`src/rtl/xseq_pkg.sv`:
```
package xseq_pkg;
    localparam logic [3:0] CMD_IO_RD   = 4'b0010;
    localparam logic [3:0] CMD_IO_WR   = 4'b0011;
    localparam logic [3:0] CMD_MEM_RD  = 4'b0110;
    localparam logic [3:0] CMD_MEM_WR  = 4'b0111;
    localparam logic [3:0] CMD_MEM_RDL = 4'b1110;
endpackage

```
`src/rtl/xseq_cmd_sel.sv`:
```
module xseq_cmd_sel
    import xseq_pkg::*;
(
    input  logic       is_write,
    input  logic       burst_n,
    input  logic       mem,
    output logic [3:0] cmd
);
    always_comb begin
        if (is_write) begin
            cmd = mem ? CMD_MEM_WR : CMD_IO_WR;
        end else if (!mem) begin
            cmd = CMD_IO_RD;
        end else begin
            cmd = burst_n ? CMD_MEM_RD : CMD_MEM_RDL;
        end
    end
endmodule

```
`src/rtl/xseq_phase_gen.sv`:
```
module xseq_phase_gen #(
    parameter int ADDR_W = 32,
    parameter int WORDS  = 8,
    parameter int WIDX_W = 3
) (
    input  logic [ADDR_W-1:0]   base,
    input  logic [WIDX_W-1:0]   widx,
    input  logic                mode64,
    input  logic                burst,
    input  logic [7:0]          mask,
    input  logic [WORDS*32-1:0] wline,
    output logic [ADDR_W-1:0]   addr,
    output logic [7:0]          be_n,
    output logic [63:0]         wdata
);
    logic [WIDX_W-1:0] widx_p1;
    logic [31:0]       lo_w;
    logic [31:0]       hi_w;

    assign widx_p1 = widx + 1'b1;
    assign lo_w    = wline[{widx, 5'b0} +: 32];
    assign hi_w    = wline[{widx_p1, 5'b0} +: 32];
    assign addr    = base + ADDR_W'({widx, 2'b00});

    always_comb begin
        if (mode64) begin
            be_n  = 8'h00;
            wdata = {hi_w, lo_w};
        end else begin
            wdata = {32'h0, lo_w};
            if (burst) begin
                be_n = 8'hF0;
            end else if (widx[0]) begin
                be_n = {4'hF, ~mask[7:4]};
            end else begin
                be_n = {4'hF, ~mask[3:0]};
            end
        end
    end
endmodule

```
`src/rtl/xfer_seq.sv`:
```
module xfer_seq #(
    parameter int ADDR_W     = 32,
    parameter int LINE_BYTES = 32,
    localparam int WORDS     = LINE_BYTES / 4,
    localparam int WIDX_W    = $clog2(WORDS),
    localparam int LINE_W    = LINE_BYTES * 8
) (
    input  logic              clk,
    input  logic              rst_n,
    input  logic              req_valid,
    output logic              req_ready,
    input  logic [ADDR_W-1:0] req_addr,
    input  logic [3:0]        req_size,
    input  logic              req_write,
    input  logic              req_burst_n,
    input  logic              req_mem,
    input  logic [LINE_W-1:0] req_wdata,
    output logic              bus_valid,
    output logic [3:0]        bus_cmd,
    output logic [ADDR_W-1:0] bus_addr,
    output logic [7:0]        bus_be_n,
    output logic              bus_req64,
    output logic [63:0]       bus_wdata,
    input  logic [63:0]       bus_rdata,
    input  logic              t_ready,
    input  logic              t_ack64,
    output logic              done,
    output logic [LINE_W-1:0] rd_data
);
    typedef struct packed {
        logic              busy;
        logic              mode64;
        logic              burst;
        logic [WIDX_W-1:0] widx;
        logic [WIDX_W-1:0] wlast;
        logic [ADDR_W-1:0] base;
        logic [3:0]        cmd;
        logic [7:0]        mask;
        logic [LINE_W-1:0] wline;
        logic [LINE_W-1:0] rline;
        logic              done;
    } st_t;

    st_t st_d, st_q;

    logic [3:0]        cmd_w;
    logic [15:0]       mask_wide;
    logic [3:0]        end_byte;
    logic [WIDX_W-1:0] widx_p1;
    logic [WIDX_W:0]   widx_nxt;

    xseq_cmd_sel u_cmd (
        .is_write (req_write),
        .burst_n  (req_burst_n),
        .mem      (req_mem),
        .cmd      (cmd_w)
    );

    xseq_phase_gen #(
        .ADDR_W (ADDR_W),
        .WORDS  (WORDS),
        .WIDX_W (WIDX_W)
    ) u_phase (
        .base   (st_q.base),
        .widx   (st_q.widx),
        .mode64 (st_q.mode64),
        .burst  (st_q.burst),
        .mask   (st_q.mask),
        .wline  (st_q.wline),
        .addr   (bus_addr),
        .be_n   (bus_be_n),
        .wdata  (bus_wdata)
    );

    assign mask_wide = ((16'h1 << req_size) - 16'h1) << req_addr[2:0];
    assign end_byte  = {1'b0, req_addr[2:0]} + req_size - 4'd1;
    assign widx_p1   = st_q.widx + 1'b1;

    always_comb begin
        st_d      = st_q;
        st_d.done = 1'b0;
        widx_nxt  = '0;
        if (!st_q.busy) begin
            if (req_valid) begin
                st_d.busy   = 1'b1;
                st_d.burst  = !req_burst_n;
                st_d.mode64 = !req_burst_n;
                st_d.cmd    = cmd_w;
                st_d.wline  = req_wdata;
                st_d.rline  = '0;
                if (!req_burst_n) begin
                    st_d.base  = req_addr & ~ADDR_W'(LINE_BYTES - 1);
                    st_d.widx  = '0;
                    st_d.wlast = WIDX_W'(WORDS - 1);
                    st_d.mask  = 8'hFF;
                end else begin
                    st_d.base  = {req_addr[ADDR_W-1:3], 3'b000};
                    st_d.widx  = WIDX_W'(req_addr[2]);
                    st_d.wlast = WIDX_W'(end_byte[2]);
                    st_d.mask  = mask_wide[7:0];
                end
            end
        end else if (t_ready) begin
            st_d.rline[{st_q.widx, 5'b0} +: 32] = bus_rdata[31:0];
            if (st_q.mode64 && t_ack64) begin
                st_d.rline[{widx_p1, 5'b0} +: 32] = bus_rdata[63:32];
                widx_nxt = {1'b0, st_q.widx} + 2'd2;
            end else begin
                st_d.mode64 = 1'b0;
                widx_nxt = {1'b0, st_q.widx} + 2'd1;
            end
            if (widx_nxt > {1'b0, st_q.wlast}) begin
                st_d.busy = 1'b0;
                st_d.done = 1'b1;
            end else begin
                st_d.widx = widx_nxt[WIDX_W-1:0];
            end
        end
    end

    always_ff @(posedge clk or negedge rst_n) begin
        if (!rst_n) begin
            st_q <= '0;
        end else begin
            st_q <= st_d;
        end
    end

    assign req_ready = !st_q.busy;
    assign bus_valid = st_q.busy;
    assign bus_cmd   = st_q.cmd;
    assign bus_req64 = st_q.busy && st_q.mode64;
    assign done      = st_q.done;
    assign rd_data   = st_q.rline;

    p_hold_r7: assert property (@(posedge clk) disable iff (!rst_n)
        bus_valid && !t_ready |=> bus_valid && $stable(bus_addr) && $stable(bus_be_n) && $stable(bus_wdata));

    p_narrow_sticky_r6: assert property (@(posedge clk) disable iff (!rst_n)
        bus_valid && !bus_req64 |=> !bus_req64);

    p_done_pulse_r8: assert property (@(posedge clk) disable iff (!rst_n)
        done |=> !done);

    p_upper_off_r4: assert property (@(posedge clk) disable iff (!rst_n)
        bus_valid && !bus_req64 |-> bus_be_n[7:4] == 4'hF);

    p_cmd_steady_r1: assert property (@(posedge clk) disable iff (!rst_n)
        bus_valid && $past(bus_valid) |-> $stable(bus_cmd));

    p_done_idle_r9: assert property (@(posedge clk) disable iff (!rst_n)
        done |-> req_ready && !bus_valid);
endmodule

```
`config.mk`:
```
export PLATFORM = sky130hd
export DESIGN_NAME = xfer_seq
export DESIGN_NICKNAME = d
export VERILOG_FILES = /design/src/rtl/xseq_pkg.sv /design/src/rtl/xseq_cmd_sel.sv /design/src/rtl/xseq_phase_gen.sv /design/src/rtl/xfer_seq.sv
export SDC_FILE = /design/constraint.sdc
export NUM_CORES = 2
export LEC_CHECK = 0
export CAP_MARGIN = 20
export CORE_AREA = 2 2 282 284
export CTS_BUF_LIST = sky130_fd_sc_hd__clkbuf_2
export CTS_CLUSTER_SIZE = 8
export DETAILED_ROUTE_END_ITERATION = 10
export DIE_AREA = 0 0 284 286
export PLACE_DENSITY_LB_ADDON = 0.25
export SYNTH_ARGS = -nofsm -noshare
export SYNTH_HDL_FRONTEND = slang
export SYNTH_SLANG_ARGS = --single-unit
```
`constraint.sdc`:
```
create_clock -name clk -period 4.87 [get_ports clk]
set_input_delay 0.974 -clock clk [delete_from_list [all_inputs] [get_ports clk]]
set_output_delay 0.974 -clock clk [all_outputs]
set_load 0.01 [all_outputs]
```
---- Word level (Yosys, flattened, before mapping) ----
Cells that the tools add are included.
word-level totals
  bits in latches ......................... 0
  flip-flop bits (word level) ............. 566
  ROM bits ................................ 0
  word-level logic and storage cells ...... 72
  memories kept ........................... 0
  output and inout port bits .............. 368
  RAM bits ................................ 0
  input port bits ......................... 364
operators by class
  multiplexer cells ....................... 28
  $mul .................................... 0
  reductions and logical operators ........ 9
  $lt $le $gt $ge ......................... 1
  $add $sub $neg .......................... 9
  bitwise gates (word level) .............. 3
  divide/modulo/power cells ............... 0
  shifts and indexed selects .............. 8
  equality and inequality tests ........... 3
operator list
  operator                   number
  $mux 565                   1
  $bwmux 256                 2
  $mux 256                   2
  $shift 32x10->256 const A  2
  $shiftx 256x9->32          2
  $shiftx 32x10->256         2
  $mux 257                   1
  $mux 64                    1
  $mux 36                    1
  $add 32x5->32              1
  $mux 4                     7
  $mux 8                     3
  $neg 8->10                 2
  $shl 1x4->16 const A       1
  $shl 16x3->8               1
  $sub 16x1->16 const B      1
  $mux 3                     4
  $not 4->4                  2
  $ne 2x2->1 const B         3
  $reduce_and 3->1           2
  $add 3x1->4 const B        1
  $add 3x2->4 const B        1
  $gt 4x3->1                 1
  $mux 1                     4
  9 further kinds            13

---- Depth between registers and ports, before layout ----
  depth in word-level cells ............... 8
  depth in mapped cells ................... 17
  depth with buffers taken out ............ 10

---- By module ----
A second synthesis with hierarchy kept.
unflattened totals
  cells, all modules ...................... 3872
  area total of the unflattened synthesis .. 33796.2 um^2
by module, submodules not included
  module          cells each  instances  area each (um^2)
  xfer_seq        3457        1          29082.9
  xseq_phase_gen  410         1          4674.5
  xseq_cmd_sel    5           1          38.8

---- Worst setup path after synthesis ----
Ideal clock, no wire load.
  kind .................................... register -> output
  start ................................... reg st_q[560] in the netlist's numbering
  end ..................................... out bus_wdata[40]
  data required time ...................... 3896 ps
  setup slack ............................. 799 ps
  stages on the path, launching flop included .. 13
  arrival time ............................ 3097 ps
  buffers on the path ..................... 7
  cell sequence ........................... dfrtp_1 > buf_2 > buf_1 > clkbuf_1 > inv_1 > ha_1 > buf_4 > buf_2 > buf_2 > buf_2 > mux4_2 > nand2_1 > a21oi_1
between the ends
  word-level cells in the longest chain between the ends .. 3
RTL lines
  element                   RTL line              RTL
  start: declaration        xfer_seq.sv:44        st_t st_d, st_q;
  start signal: assignment  xfer_seq.sv:125       st_q <= st_d;
  $add 3x1->3               xseq_phase_gen.sv:20  assign widx_p1 = widx + 1'b1;
  $shiftx 256x9->32         xseq_phase_gen.sv:22  assign hi_w = wline[{widx_p1, 5'b0} +: 32];
  $mux 64                   xseq_phase_gen.sv:26  if (mode64) begin
  end: declaration          xfer_seq.sv:23        output logic [63:0] bus_wdata,
Every way passes these cells.

---- Final worst setup path ----
  start ................................... reg st_q[562] in the netlist's numbering
  end ..................................... out bus_addr[24]
between the ends
  word-level cells in the longest chain between the ends .. 1
RTL lines
  element           RTL line              RTL
  $add 32x5->32     xseq_phase_gen.sv:23  assign addr = base + ADDR_W'({widx, 2'b00});
  end: declaration  xfer_seq.sv:20        output logic [ADDR_W-1:0] bus_addr,
Every way passes these cells.

==> flow_metrics.py <==
metrics = {
    "clock_tree": {
        "htreeDepth": 4,
        "clock-root-buffer": "clkbuf_2",
        "clock_latency_ns": 1.37,
        "cts.sinks": 561,
        "clkTransAtPathRegs_ns": 0.11,
        "cts_buffers": 153,
        "clock_path_buffers": 3,
        "cts_tree": "yes",
    },
    "die": {
        "rows": 103,
        "ioPinCount": 732,
        "die_area_um2": 81200,
        "core_um2": 78400,
        "start_util_pct": 41.4,
        "die_h_um": 286,
        "die_w_um": 284,
    },
    "drt": {
        "met3_length_mm": 11.4,
        "initialDrtViolationCount": 2779,
        "dr.pass1.iters": 6,
        "vias_per_cell": 5.64,
        "wl_mm": 123,
        "ant_nets": 0,
        "drc": 0,
        "met1_length_mm": 48.7,
        "wl_per_cell_um": 23.9,
        "via_count": 29000,
        "dr.max_layer_used": "met5",
        "met2WireLength_mm": 57.1,
    },
    "yosys": {
        "synth_common_cells": "nand2_1, dfrtp_1, buf_4",
        "synthArstFlopShare_pct": 100,
        "ys.warnings.count": 0,
        "yosys-top-cells-area": "dfrtp_1, nand2_1, mux4_2",
        "yosysSeqAreaShare_pct": 43.2,
        "synth_most_common_cell": "nand2_1",
        "synth.avg_cell_area_um2": 9.20,
        "synth_top_area_share_pct": 43.2,
        "synth_ff_type": "dfrtp_1",
        "netlist_area_um2": 32500,
        "synth_cell_types": 68,
        "synth_edf_count": 0,
        "ys_seq_elements": 561,
        "yosys.area.top_type": "dfrtp_1",
        "syn-instance-count": 3528,
    },
    "critical_path": {
        "cp_max_fo": 5,
        "crit_arrival_ns": 3.65,
        "cp_slowest_cell": "clkdlybuf4s50_1",
        "cp.required_ns": 3.90,
        "critPathKind": "flop to output pin",
        "cp_top_family": "buffers and inverters",
        "path_buf_inv": 1,
        "max_stage_delay_ns": 0.60,
        "path_cells": "ha_1, a21o_1, nor3b_4, and2b_2, nand2_1, xnor2_1, clkdlybuf4s50_1",
        "critPathLaunchType": "flop",
        "crit_path_end_kind": "output pin",
    },
    "grt": {
        "grt_usage_pct": 29.6,
        "grt_max_degree": 115,
        "grt_pass1_wl_mm": 183,
        "grt_pass1_vias": 28400,
        "grt_overflow": 0,
        "antenna_found_initial": 19,
    },
    "sta": {
        "hold_violations": 0,
        "worst_pin_slew_ns": 0.998,
        "maxSlewViolCount": 0,
        "tns_ns": 0,
        "slew_headroom_pct": 33.3,
        "fmax_mhz": 216,
        "hold_ws_ns": 0.193,
        "fin_skew_ns": 0.122,
        "period_share_pct": 94.9,
        "rsz0062_at_grt": "no",
        "min_period_ns": 4.62,
        "setup_violations": 0,
    },
    "pwr": {
        "p_per_area_nw_per_um2": 635,
        "ir_drop_mv": 0.514,
        "p_leak_nw": 18.6,
        "power_mw": 26.0,
    },
    "placed_design": {
        "io_buffers": 729,
        "dpl.hpwl_mm": 81.3,
        "placed_area_um2": 38700,
        "gp_congestion": 0.869,
    },
    "layout": {
        "drive_gt1_share_pct": 12.3,
        "area_growth_pct": 26.0,
        "finish.instance_area_um2": 40900,
        "nets": 4345,
    },
    "run_status": {
        "status": "finished clean",
    },
    "run": {
        "drv_cap": 0,
    },
    "hold_path": {
        "hold_class": "input pin to flop",
    },
}
## placed cells by master, fill, tap and decap left out, types with 7 or more instances in the layout
cell type	n
a22o_1	66
a22oi_1	158
dfrtp_1	558
ha_1	16
clkdlybuf4s50_1	692
mux4_2	128
o21ai_0	208
a31oi_1	7
a21oi_1	185
a21o_1	33
nand2_1	1111
dlygate4sd2_1	31
buf_4	55
nand3_1	47
dlygate4sd3_1	51
clkbuf_2	219
buf_12	19
nand4_1	12
diode_2	18
inv_1	13
mux2i_1	228
xnor2_1	27
clkinv_1	18
a21oi_2	8
nor2_1	27
## cells by family after synthesis
kind of cell               Yosys count  share of synthesized area, %
and+or+nand+nor                   1260                          15.5
buffers and inverters              603                          10.4
other                                1                        0.0115
AOI/OAI and AO/OA                  696                          13.3
adders and majority gates           18                         0.717
DFF                                561                          43.2
muxes                              356                          15.9
xor gates and xnor gates            33                         0.913
## metrics by stage
step | utilization, % | instances | setup WS [ns]
final | 52.2 | 5130 | 0.246
after global routing | 52.2 | 5129 | 0.0240
after CTS | 52.1 | 5111 | -0.0456
after detailed placement | 49.4 | 4794 | 0.873
after global placement | 49.4 | 4793 | 0.925
after floorplan | - | 3529 | 0.799
## repair_timing
action                     CTS  global route
setup endpoints to repair   82             8
hold endpoints to repair   139             0
pin swaps                    5             0
setup buffers               10             1
gates resized for setup     59             9
hold buffers                51             0
gates cloned                 2             0
## flip-flops by register name (all words and copies together) (netlist names)
name       cells
st_q         299
done           1
bus_cmd        4
rd_data      256
bus_valid      1
## final timing paths
check	to	from	depth (start not counted)	slack, ns
setup / recovery	bus_addr[24]	st_q[562]	7	0.25
hold / removal	st_q[484]	req_wdata[227]	3	0.19
setup reg to reg	rd_data[129]	st_q[562]	9	1.44
hold reg to reg	st_q[436]	st_q[436]	2	0.50
max in group asynchronous	st_q[297]	rst_n	3	3.41
min in group asynchronous	st_q[549]	rst_n	2	0.39
## power by group
part	switching (mW)	leakage, nW	total (mW)	internal, mW
sequential	1.88	7.17	8.54	6.66
clock	2.13	1.03	3.50	1.37
combinational	7.01	10.4	13.9	6.92
total	11.0	18.6	26.0	14.9
## worst reg2reg max path: cells and delay by family, from the launching register on
family	cells	cell delay, ns
flip-flops	1	0.46
adder cells (fa/ha/maj)	1	0.45
AND/OR/NAND/NOR	3	1.19
buffers and inverters	3	0.85
AO/OA/AOI/OAI	2	0.36
## layout make-up
cell class	instances	area, µm²
Clock buffer	219	1100
Sequential cell	561	14000
Multi-Input combinational cell	2365	15300
Inverter	19	76.3
Fill cell	7278	37500
Antenna cell	18	45.0
Timing Repair Buffer	863	8800
Clock inverter	35	254
Tap cell	1050	1310
## per-layer routing
layer / track usage [%] / vias to the layer above
met3: 8.10 / 313
met2: 46.0 / 1589
met1: 38.5 / 14200
met4: 14.2 / 6
li1: - / 12800
met5: 0 / -
Power figures use the tool's default switching activity.
